## src/rtl/tree_mult_pkg.sv

```systemverilog
package tree_mult_pkg;

    // Number of partial-product rows present at reduction level lvl.
    function automatic int rows_at(input int w, input int lvl);
        return w >> lvl;
    endfunction

    // Number of 4:2 counter rows needed to go from level lvl to lvl+1.
    function automatic int groups_at(input int w, input int lvl);
        return (w >> lvl) / 4;
    endfunction

endpackage

```

## src/rtl/cnt42.sv

```systemverilog
// One 4:2 counter: two cascaded 3:2 cells. The lateral output lat_o is
// formed only from x0..x2, so it never waits on lat_i.
module cnt42 (
    input  logic x0,
    input  logic x1,
    input  logic x2,
    input  logic x3,
    input  logic lat_i,
    output logic sum_o,
    output logic carry_o,
    output logic lat_o
);
    logic mid;

    // first 3:2 stage
    assign mid   = x0 ^ x1 ^ x2;
    assign lat_o = (x0 & x1) | (x0 & x2) | (x1 & x2);

    // second 3:2 stage, absorbs the neighbour's lateral carry
    assign sum_o   = mid ^ x3 ^ lat_i;
    assign carry_o = (mid & x3) | (mid & lat_i) | (x3 & lat_i);
endmodule

```

## src/rtl/cmp42_row.sv

```systemverilog
// A row of WD 4:2 counters, one per bit weight. Four input rows in, two out.
// Carries leaving the top weight are dropped: the sum is kept modulo 2^WD,
// and the final product is known to fit in WD bits.
module cmp42_row #(
    parameter int WD = 16
) (
    input  logic [WD-1:0] in_a,
    input  logic [WD-1:0] in_b,
    input  logic [WD-1:0] in_c,
    input  logic [WD-1:0] in_d,
    output logic [WD-1:0] sum_o,
    output logic [WD-1:0] carry_o
);
    logic [WD-1:0] cy;
    logic [WD-1:0] lat;
    logic          unused_top;

    for (genvar i = 0; i < WD; i++) begin : g_cell
        if (i == 0) begin : g_first
            cnt42 u_cell (
                .x0(in_a[i]), .x1(in_b[i]), .x2(in_c[i]), .x3(in_d[i]),
                .lat_i(1'b0),
                .sum_o(sum_o[i]), .carry_o(cy[i]), .lat_o(lat[i])
            );
        end else begin : g_rest
            cnt42 u_cell (
                .x0(in_a[i]), .x1(in_b[i]), .x2(in_c[i]), .x3(in_d[i]),
                .lat_i(lat[i-1]),
                .sum_o(sum_o[i]), .carry_o(cy[i]), .lat_o(lat[i])
            );
        end
    end

    assign carry_o    = {cy[WD-2:0], 1'b0};
    assign unused_top = cy[WD-1] ^ lat[WD-1];
endmodule

```

## src/rtl/prefix_adder.sv

```systemverilog
// Parallel-prefix carry-propagate adder with log2(WD) combine levels.
// Carry-out is discarded.
module prefix_adder #(
    parameter int WD = 16
) (
    input  logic [WD-1:0] x,
    input  logic [WD-1:0] y,
    output logic [WD-1:0] s
);
    localparam int LV = $clog2(WD);

    always_comb begin : p_prefix
        logic [WD-1:0] gen;
        logic [WD-1:0] prp;
        gen = x & y;
        prp = x ^ y;
        for (int lv = 0; lv < LV; lv++) begin
            // walk downward so lower bits still hold the previous level
            for (int i = WD - 1; i >= (1 << lv); i--) begin
                gen[i] = gen[i] | (prp[i] & gen[i - (1 << lv)]);
                prp[i] = prp[i] & prp[i - (1 << lv)];
            end
        end
        s = (x ^ y) ^ {gen[WD-2:0], 1'b0};
    end
endmodule

```

## src/rtl/tree_mult.sv

```systemverilog
module tree_mult
    import tree_mult_pkg::*;
#(
    parameter int W = 8
) (
    input  logic [W-1:0]   op_a,
    input  logic [W-1:0]   op_b,
    output logic [2*W-1:0] prod
);
    localparam int PW     = 2 * W;
    localparam int LEVELS = $clog2(W) - 1;

    for (genvar l = 0; l <= LEVELS; l++) begin : g_lvl
        logic [PW-1:0] r [rows_at(W, l)];

        if (l == 0) begin : g_pp
            // partial-product array, all rows in parallel
            for (genvar i = 0; i < W; i++) begin : g_row
                assign r[i] = PW'(op_a & {W{op_b[i]}}) << i;
            end
        end else begin : g_red
            for (genvar g = 0; g < groups_at(W, l - 1); g++) begin : g_grp
                cmp42_row #(.WD(PW)) u_row (
                    .in_a   (g_lvl[l-1].r[4*g]),
                    .in_b   (g_lvl[l-1].r[4*g+1]),
                    .in_c   (g_lvl[l-1].r[4*g+2]),
                    .in_d   (g_lvl[l-1].r[4*g+3]),
                    .sum_o  (r[2*g]),
                    .carry_o(r[2*g+1])
                );
            end
        end
    end

    prefix_adder #(.WD(PW)) u_cpa (
        .x(g_lvl[LEVELS].r[0]),
        .y(g_lvl[LEVELS].r[1]),
        .s(prod)
    );
endmodule

```

## config.mk

```make
export PLATFORM = sky130hd
export DESIGN_NAME = tree_mult
export DESIGN_NICKNAME = d
export VERILOG_FILES = /design/src/rtl/tree_mult_pkg.sv /design/src/rtl/cnt42.sv /design/src/rtl/cmp42_row.sv /design/src/rtl/prefix_adder.sv /design/src/rtl/tree_mult.sv
export SDC_FILE = /design/constraint.sdc
export NUM_CORES = 1
export LEC_CHECK = 0
export BUFFER_PORTS_ARGS = -buffer_cell sky130_fd_sc_hd__buf_2
export CAP_MARGIN = 25
export CORE_AREA = 5 5 69 71
export DETAILED_ROUTE_END_ITERATION = 16
export DIE_AREA = 0 0 74 76
export GPL_TIMING_DRIVEN = 0
export PLACE_DENSITY = 0.77
export SLEW_MARGIN = 20
export SYNTH_ARGS = -nofsm -noshare
export SYNTH_HDL_FRONTEND = slang
export SYNTH_SLANG_ARGS = --single-unit
```

## constraint.sdc

```tcl
create_clock -name vclk -period 3.9
set_input_delay 0.195 -clock vclk [all_inputs]
set_output_delay 0.195 -clock vclk [all_outputs]
set_load 0.02 [all_outputs]
```

**Word level (Yosys, flattened, before mapping)**

Index checks and enable logic that the tools add are counted.

- Bits in registers: 0
- Bits in latches: 0
- Memory bits (writable): 0
- Bits in read-only memories: 0
- Input bits: 16
- Memories kept: 0

- Add/subtract/negate cells: 0
- Multipliers: 0
- Divide/modulo/power cells: 0
- Order comparisons: 0
- Equality and inequality tests: 0
- Shifts and indexed selects: 0
- Multiplexer cells: 0
- Bitwise gates (word level): 587
- Reductions and logical operators: 0

Operators with widths:

| cell | number |
|---|---|
| bitwise AND 1 bit | 231 |
| bitwise OR 1 bit | 167 |
| XOR 1 bit | 116 |
| bitwise AND 8 bit | 8 |
| XOR 16 bit | 2 |
| bitwise AND 1 bit (both inputs constant) | 20 |
| bitwise AND 15 bit | 1 |
| XOR 1 bit (second input constant) | 14 |
| bitwise AND 1 bit (first input constant) | 12 |
| XOR 1 bit (both inputs constant) | 10 |
| bitwise AND 1 bit (second input constant) | 4 |
| XOR 1 bit (first input constant) | 2 |

**Logic depth before layout (Yosys ltp)**

Gate-level depths: netlist of the first run.

- Depth in word-level cells: 22
- Depth in mapped cells: 15
- Gate-level depth less buffers: 15

**Modules after synthesis**

Synthesis of the first run repeated with hierarchy kept, for this count alone.

- Cells, all modules: 696
- Area total of the unflattened synthesis: 4,901.0 um2

Modules (own cells, without submodules):

| module | instances | cells an instance | area an instance (um2) | seq. area each (um2) |
|---|---|---|---|---|
| cnt42 | 48 | 10 | 70.1 | 0.0 |
| prefix_adder | 1 | 100 | 762.0 | 0.0 |
| tree_mult | 1 | 65 | 404.1 | 0.0 |
| cmp42_row | 3 | 17 | 123.9 | 0.0 |

**Least setup slack after synthesis of the first run**

Ideal clock, no wire load.

- Path type: in2out
- Start: input op_b[0]
- End: output prod[15]
- Arrival time: 3,766 ps
- Required time: 3,705 ps
- Setup slack: -61 ps
- Stages: 14
- Buffers on the path: 0
- Cell sequence: nand2_1 -> fa_1 -> inv_1 -> fa_1 -> fa_1 -> inv_1 -> fa_1 -> inv_1 -> ha_1 -> nor2b_4 -> o2111ai_2 -> nand2_2 -> o41ai_2 -> xnor2_1

- Longest elaborated chain between the ends: 22
- Elaborated cells on any way between the ends: 195
- Those cells by class: 195 x bitwise

Ends and longest elaborated chain:

| what | line | RTL |
|---|---|---|
| from (decl) | tree_mult.sv:7 | `input logic [W-1:0] op_b,` |
| bitwise AND 8 bit * | tree_mult.sv:19 | `assign r[i] = PW'(op_a & {W{op_b[i]}}) << i;` |
| bitwise AND 1 bit | cnt42.sv:17 | `assign lat_o = (x0 & x1) \| (x0 & x2) \| (x1 & x2);` |
| bitwise OR 1 bit (2 in series) | cnt42.sv:17 |  |
| bitwise AND 1 bit | cnt42.sv:21 | `assign carry_o = (mid & x3) \| (mid & lat_i) \| (x3 & lat_i);` |
| bitwise OR 1 bit (2 in series) | cnt42.sv:21 |  |
| bitwise AND 1 bit | cnt42.sv:17 |  |
| bitwise OR 1 bit (2 in series) | cnt42.sv:17 |  |
| bitwise AND 1 bit | cnt42.sv:21 |  |
| [3 not listed] | -- |  |
| bitwise AND 1 bit | prefix_adder.sv:20 | `gen[i] = gen[i] \| (prp[i] & gen[i - (1 << lv)]);` |
| bitwise OR 1 bit | prefix_adder.sv:20 |  |
| bitwise AND 1 bit | prefix_adder.sv:20 |  |
| bitwise OR 1 bit | prefix_adder.sv:20 |  |
| bitwise AND 1 bit | prefix_adder.sv:20 |  |
| bitwise OR 1 bit | prefix_adder.sv:20 |  |
| bitwise OR 1 bit * | prefix_adder.sv:20 |  |
| XOR 16 bit * | prefix_adder.sv:24 | `s = (x ^ y) ^ {gen[WD-2:0], 1'b0};` |
| to (decl) | tree_mult.sv:8 | `output logic [2*W-1:0] prod` |

Every way passes the cells marked *; elsewhere a longest branch is shown, timed or not.

**Final worst setup path of the first run**

Same ends and word-level chain as after synthesis.

==> results_dict.tcl, run 1 <==
set metrics [dict create \
    slowest_delay_ns 0.53 \
    synthToLayoutAreaGrowth_pct 27.7 \
    grt_max_degree 9 \
    fin_ws_ns -0.142 \
    hold_viol_final 0 \
    rows 24 \
    post-place-ws_ns -0.465 \
    initial_core_util 0.462 \
    drv_cap 0 \
    die_area_sq_um 5620 \
    start_kind "input port" \
    crit_required_ns 3.70 \
    netlist_instances 217 \
    critPathTopFamily "adder cells" \
    nets 335 \
    setup_viol 3 \
    vias 1562 \
    status "finished with violations" \
    place.port_buffers 32 \
    period_minus_slack_ns 4.04 \
    grt_usage 0.158 \
    wire_per_inst_um 13.3 \
    critPathKind "in -> out" \
    power_mw 1.33 \
    clkbuf_count 0 \
    path_cells "buf_8, nand2_2, fa_1, inv_1, fa_1, fa_1, inv_1, fa_1, inv_2, ha_4, nor2b_4, o2111ai_2, nand2_2, buf_4, o41ai_4, xnor2_2, buf_4" \
    violations "setup timing" \
    slew_violations 0 \
    grt_pass1_vias 1714 \
    viasPerCell 5.09 \
    cp_slowest_cell "fa_1" \
    worst_slew_pin_slew_ns 0.290 \
    grt_pass1_wl_um 7380 \
    endpoint_kind "primary output" \
    drive_above_1_share 0.310 \
    layout_common_cells "40 x inv_1, 37 x fa_1, 36 x and2_1, 21 x nand2_1, 18 x ha_1" \
    seq_area_sq_um 0 \
    hold_class "in -> out" \
    antenna_found_initial 0 \
    rsz0062_at_grt "true" \
    postCtsHoldBufs 0 \
    max_freq_mhz 247 \
    yosys.cell_types.count 29 \
    fillCellCount 379 \
    period_share 1.04 \
    grt_overflow_total 0 \
    diodes 0 \
    routed_wl_um 4070 \
    cp_common_cell "fa_1" \
    dr.pass1.iters 4 \
    core-area_sq_um 4170 \
    power_density_nw_per_um2 539 \
    yosysSeqAreaShare 0 \
    cp_data_arrival_time_ns 3.85 \
    design.seq.count 0 \
    crit_fanout 8 \
    synth.avg_cell_area_sq_um 8.88 \
    die_h_um 76 \
    netlist_area_sq_um 1930 \
    drtIter0Drc 44 \
    ant_nets 0 \
    drc 0 \
    ios 32 \
    place.gp.congestion 0.812 \
    final_common_cell "inv_1" \
    ys_warn_count 0 \
    dp_hpwl_um 3300 \
    peakVddDrop_uv 522 \
    cp_num_buf_inv 6 \
    max_slew_margin 0.806 \
    leakagePower_nw 1.25 \
    synth_fp_nets 295 \
    die_x_um 74 \
]
==> cell usage after synthesis (all sizes together) (2+ instances only) <==
cell	n	area share
inv	45	0.088
o21ai	3	0.0078
and3	3	0.010
a21oi	5	0.013
and2	39	0.13
ha	23	0.15
nand2b	2	0.0078
buf	5	0.019
nand2	29	0.058
fa	39	0.41
nor2	2	0.0039
o41ai	2	0.017
xor2	2	0.0091
or2	2	0.0065
xnor2	7	0.032
==> per-stage QoR <==
step           TNS (ns)   util  cell area [sq um]  hold slack (ns)  cells
6_report         -0.153  0.590               2460            0.836    307
3_5_place_dp      -2.27  0.524               2190            0.912    301
5_1_grt          -0.797  0.590               2460            0.854    307
4_1_cts          -0.379  0.575               2400            0.835    306
2_1_floorplan  -0.00763      -               1960            0.612    217
3_3_place_gp      -1.96  0.524               2190            0.911    301
==> cells by family (layout without fill, tap and decap cells) <==
family / after synthesis / in the layout / synth area share
and+or+nand+nor: 80 / 80 / 0.227
adders and majority gates: 62 / 62 / 0.555
buffers and inverters: 50 / 88 / 0.107
AOI/OAI and AO/OA: 16 / 16 / 0.0708
xor gates and xnor gates: 9 / 9 / 0.0409
==> area by class of cell <==
| type | instances | area (sq um) | share of cell area |
|---|---|---|---|
| Multi-Input combinational cell | 167 | 1860 | 0.757 |
| Timing Repair Buffer | 38 | 327 | 0.133 |
| Inverter | 45 | 169 | 0.0686 |
| Tap cell | 52 | 65.1 | 0.0264 |
| Buffer | 5 | 37.5 | 0.0153 |
==> routing by layer <==
layer	wire (um)	GRT usage	vias to the layer above
met5	0	0	-
met4	89	0.0254	0
met3	153	0.00660	8
met2	2220	0.293	33
met1	1600	0.201	789
li1	-	-	732
==> where the power goes <==
part	internal, mW	total (mW)	switching [mW]	leakage, nW
sequential	0	0	0	0
clock	0	0	0	0
combinational	0.611	1.33	0.716	1.25
==> path summary, 6_finish.rpt <==
kind	from	end	slack, ns	cells after the start
setup / recovery	op_b[0]	prod[15]	-0.14	17
hold / removal	op_b[0]	prod[0]	0.84	4
==> repair_timing <==
item                       in CTS  in global routing
setup endpoints to repair       7                  7
pin swaps                      27                 16
buffers inserted                5                  1
resized for setup              53                 13
Power figures use the tool's default switching activity.
==> run 2: changes to the inputs <==
--- a/config.mk
+++ b/config.mk
@@ -12,6 +12,7 @@
 export DIE_AREA = 0 0 74 76
 export GPL_TIMING_DRIVEN = 0
 export PLACE_DENSITY = 0.77
+export SETUP_SLACK_MARGIN = 0.2
 export SLEW_MARGIN = 20
 export SYNTH_ARGS = -nofsm -noshare
 export SYNTH_HDL_FRONTEND = slang
==> run 2 against run 1 <==
Effect of this change:
- highest routed layer unchanged
- fmax rose by 2.0%
- clock-buffer cell count unchanged
- worst setup slack gained 0.080 ns
- the run still ends with setup timing left
- combinational power rose by 7%
- total power increased by 7.2%
- non-clock buffer count is 2 higher
- final area rose by 2.6%
- hold slack gained 0.0012 ns
==> results_dict.tcl, run 2 (same netlist as run 1, synthesis figures left out) <==
set metrics [dict create \
    layout_common_cells "39 x inv_1, 38 x fa_1, 36 x and2_1, 23 x nand2_1, 19 x buf_4" \
    rows 24 \
    routed_wl_um 4070 \
    violations "setup timing" \
    viasPerCell 4.96 \
    period_share 1.02 \
    wire_per_inst_um 13.2 \
    synthToLayoutAreaGrowth_pct 31.0 \
    nets 337 \
    core-area_sq_um 4170 \
    drtIter0Drc 23 \
    endpoint_kind "primary output" \
    hold_viol_final 0 \
    drv_cap 0 \
    cp_common_cell "fa_1" \
    dp_hpwl_um 3400 \
    die_h_um 76 \
    place.gp.congestion 0.822 \
    grt_max_degree 9 \
    vias 1533 \
    dr.pass1.iters 4 \
    placed_area_sq_um 2270 \
    grt_overflow_total 0 \
    power_density_nw_per_um2 563 \
    grt_usage 0.156 \
    design.seq.count 0 \
    critPathTopFamily "adder cells" \
    slew_violations 0 \
    status "finished with violations" \
    setup_viol 4 \
    cp_data_arrival_time_ns 3.77 \
    fin_ws_ns -0.0623 \
    crit_required_ns 3.70 \
    ios 32 \
    path_cells "buf_6, nand2_1, fa_1, fa_1, fa_1, fa_1, inv_1, ha_4, and3_4, a211oi_4, nand2b_4, a31oi_4, xnor2_2, buf_4" \
    critPathKind "in -> out" \
    leakagePower_nw 1.29 \
    hold_class "in -> out" \
    seq_area_sq_um 0 \
    grt_pass1_wl_um 7330 \
    worst_slew_pin_slew_ns 0.329 \
    die_area_sq_um 5620 \
    max_slew_margin 0.778 \
    slowest_delay_ns 0.57 \
    grt_pass1_vias 1735 \
    drive_above_1_share 0.335 \
    hp-start "op_b[0]" \
    diodes 0 \
    period_minus_slack_ns 3.96 \
    rsz0062_at_grt "true" \
    multiInputGateArea_sq_um 1900 \
    final_area_sq_um 2520 \
    holdPathEnd "prod[0]" \
    max_freq_mhz 252 \
    start_kind "input port" \
    holdWs_ns 0.837 \
    drc 0 \
    fillCellCount 374 \
    cp_num_buf_inv 3 \
    place.port_buffers 32 \
    final_common_cell "inv_1" \
    clkbuf_count 0 \
    peakVddDrop_uv 457 \
    ant_nets 0 \
    whs_path_depth 4 \
    finalSetupTns_ns -0.168 \
    crit_fanout 8 \
    die_x_um 74 \
    antenna_found_initial 0 \
    initial_core_util 0.462 \
    cp_slowest_cell "fa_1" \
]
-- run 2: final cells by class --
cell class,instances,share of cell area
Tap cell,52,0.0258
Inverter,45,0.0669
Timing Repair Buffer,40,0.140
Multi-Input combinational cell,167,0.753
Buffer,5,0.0149
-- run 2: how the worst max path moves through the flow --
stage	from	end	slack (ns)	depth (start not counted)
5_1_grt	op_a[3]	prod[15]	-0.18	16
2_1_floorplan	op_a[1]	prod[14]	0.21	14
4_1_cts	op_b[2]	prod[15]	-0.07	16
3_3_place_gp	op_a[3]	prod[14]	-0.24	14
3_5_place_dp	op_b[6]	prod[14]	-0.31	14
6_report	op_b[6]	prod[14]	-0.06	14
-- run 2: repair_timing --
action | in CTS | in global routing
setup buffers | 5 | 3
gates resized for setup | 60 | 3
pin swaps | 19 | 10
hold buffers | 0 | 0
endpoints found under the setup margin | 7 | 7
-- run 2: routing by layer --
layer,share of wire,GRT usage,vias up
met5,0,0,-
met1,0.39,0.189,763
met2,0.57,0.303,30
met3,0.029,0.00528,4
li1,-,-,736
met4,0.0086,0.0199,0
-- run 2: report_power, final --
part	total, mW	internal, mW	switching, mW	leakage [nW]
logic	1.42	0.681	0.741	1.29
clock network	0	0	0	0
registers	0	0	0	0
total	1.42	0.681	0.741	1.29
-- run 2: through the flow --
step | cells | power, mW | setup WS [ns] | utilization
2_1_floorplan | 217 | 0.952 | 0.207 | -
3_3_place_gp | 301 | 1.20 | -0.244 | 0.544
3_5_place_dp | 301 | 1.24 | -0.309 | 0.544
4_1_cts | 306 | 1.42 | -0.0651 | 0.598
5_1_grt | 309 | 1.57 | -0.184 | 0.605
6_report | 309 | 1.42 | -0.0623 | 0.605
==> run 3: changes to the inputs <==
--- a/config.mk
+++ b/config.mk
@@ -12,6 +12,7 @@
 export DIE_AREA = 0 0 74 76
 export GPL_TIMING_DRIVEN = 0
 export PLACE_DENSITY = 0.77
+export RECOVER_POWER = 25
 export SETUP_SLACK_MARGIN = 0.2
 export SLEW_MARGIN = 20
 export SYNTH_ARGS = -nofsm -noshare
==> run 3 against run 2 <==
Effect of this change:
- the flow still finishes with violations (setup timing)
- first-iteration DRC count down 4.3%
- total power about the same
- sequential share of layout area unchanged
- combinational power about the same
- largest power group unchanged
- die area unchanged
==> results_dict.tcl, run 3 (same netlist as run 1, synthesis figures left out) <==
set metrics [dict create \
    place.gp.congestion 0.822 \
    p_int_uw 680 \
    final_area_sq_um 2520 \
    worst_slew_pin_slew_ns 0.329 \
    synthToLayoutAreaGrowth_pct 31.0 \
    cp_common_cell "fa_1" \
    die_x_um 74 \
    clkbuf_count 0 \
    leakagePower_nw 1.29 \
    place.port_buffers 32 \
    whs_path_depth 4 \
    layout_common_cells "39 x inv_1, 38 x fa_1, 36 x and2_1, 23 x nand2_1, 19 x buf_4" \
    vias 1536 \
    viasPerCell 4.97 \
    drc 0 \
    max_freq_mhz 252 \
    pwr-share-comb 1.000 \
    design.seq.count 0 \
    pwr-share-seq 0 \
    initial_core_util 0.462 \
    drtIter0Drc 22 \
    diodes 0 \
    finalSetupTns_ns -0.168 \
    setup_viol 4 \
    die_area_sq_um 5620 \
    fin_ws_ns -0.0616 \
    violations "setup timing" \
    postCtsHoldBufs 0 \
    power_density_nw_per_um2 563 \
    grt_pass1_vias 1735 \
    dr.pass1.iters 4 \
    drv_cap 0 \
    grt_usage 0.156 \
    switching_share 0.521 \
    start_kind "input port" \
    wire_per_inst_um 13.2 \
    hold_class "in -> out" \
    switchingPower_uw 741 \
    rows 24 \
    period_minus_slack_ns 3.96 \
    slowest_delay_ns 0.57 \
    nets 337 \
    max_slew_margin 0.778 \
    finish.utilization 0.605 \
    critPathKind "in -> out" \
    final_common_cell "inv_1" \
    core-area_sq_um 4170 \
    grt_overflow_total 0 \
    rsz0062_at_grt "true" \
    fillCellCount 375 \
    grt_max_degree 9 \
    power_mw 1.42 \
    placed_area_sq_um 2270 \
    routed_wl_um 4070 \
    crit_required_ns 3.70 \
    die_h_um 76 \
    cp_data_arrival_time_ns 3.77 \
    slew_violations 0 \
    path_cells "buf_6, nand2_1, fa_1, fa_1, fa_1, fa_1, inv_1, ha_4, and3_4, a211oi_4, nand2b_4, a31oi_4, xnor2_2, buf_4" \
    clock_power_share 0 \
    period_share 1.02 \
    status "finished with violations" \
    peakVddDrop_uv 457 \
    dp_hpwl_um 3400 \
    holdWs_ns 0.837 \
    ios 32 \
    seq_area_sq_um 0 \
    cp_slowest_cell "fa_1" \
    hold_viol_final 0 \
    ant_nets 0 \
    drive_above_1_share 0.331 \
    grt_pass1_wl_um 7330 \
    crit_fanout 8 \
    antenna_found_initial 0 \
    endpoint_kind "primary output" \
    multiInputGateArea_sq_um 1900 \
]
## run 3: per-stage QoR
step                worst slack, ns  cells
floorplan                     0.207    217
global placement             -0.244    301
detailed placement           -0.309    301
CTS                         -0.0651    306
global route                 -0.184    309
finish                      -0.0616    309
## run 3: worst paths after layout
path                start       end
setup / recovery  op_b[6]  prod[14]
hold / removal    op_b[0]   prod[0]
## run 3: metal layers
metal	up-vias	GRT usage	share of wire
met4	0	0.0199	0.0086
met5	-	0	0
met2	30	0.303	0.57
met3	4	0.00528	0.029
li1	736	-	-
met1	766	0.189	0.39
## run 3: critical path: cells and delay by family
family,cells,cell delay (ns)
compound gates,2,0.49
simple gates,3,0.37
fa+ha+maj,5,2.28
buf+inv,3,0.32
xor+xnor,1,0.13
## run 3: power groups by stage
stage	clock [mW]	sequential [mW]	combinational [mW]
floorplan	0	0	0.952
global placement	0	0	1.20
detailed placement	0	0	1.24
CTS	0	0	1.42
global route	0	0	1.57
finish	0	0	1.42
## run 3: what timing repair did
action,CTS,global route
resized for setup,60,3
setup endpoints to repair,7,7
pin swaps,19,10
setup buffers,5,3
gates cloned,0,0
hold endpoints to repair,0,0
## run 3: cell type report
type               instances  share of cell area
multi-input cells        167               0.753
repair buffers            40               0.139
inverters                 45              0.0669
well taps                 52              0.0258
plain buffers              5              0.0149
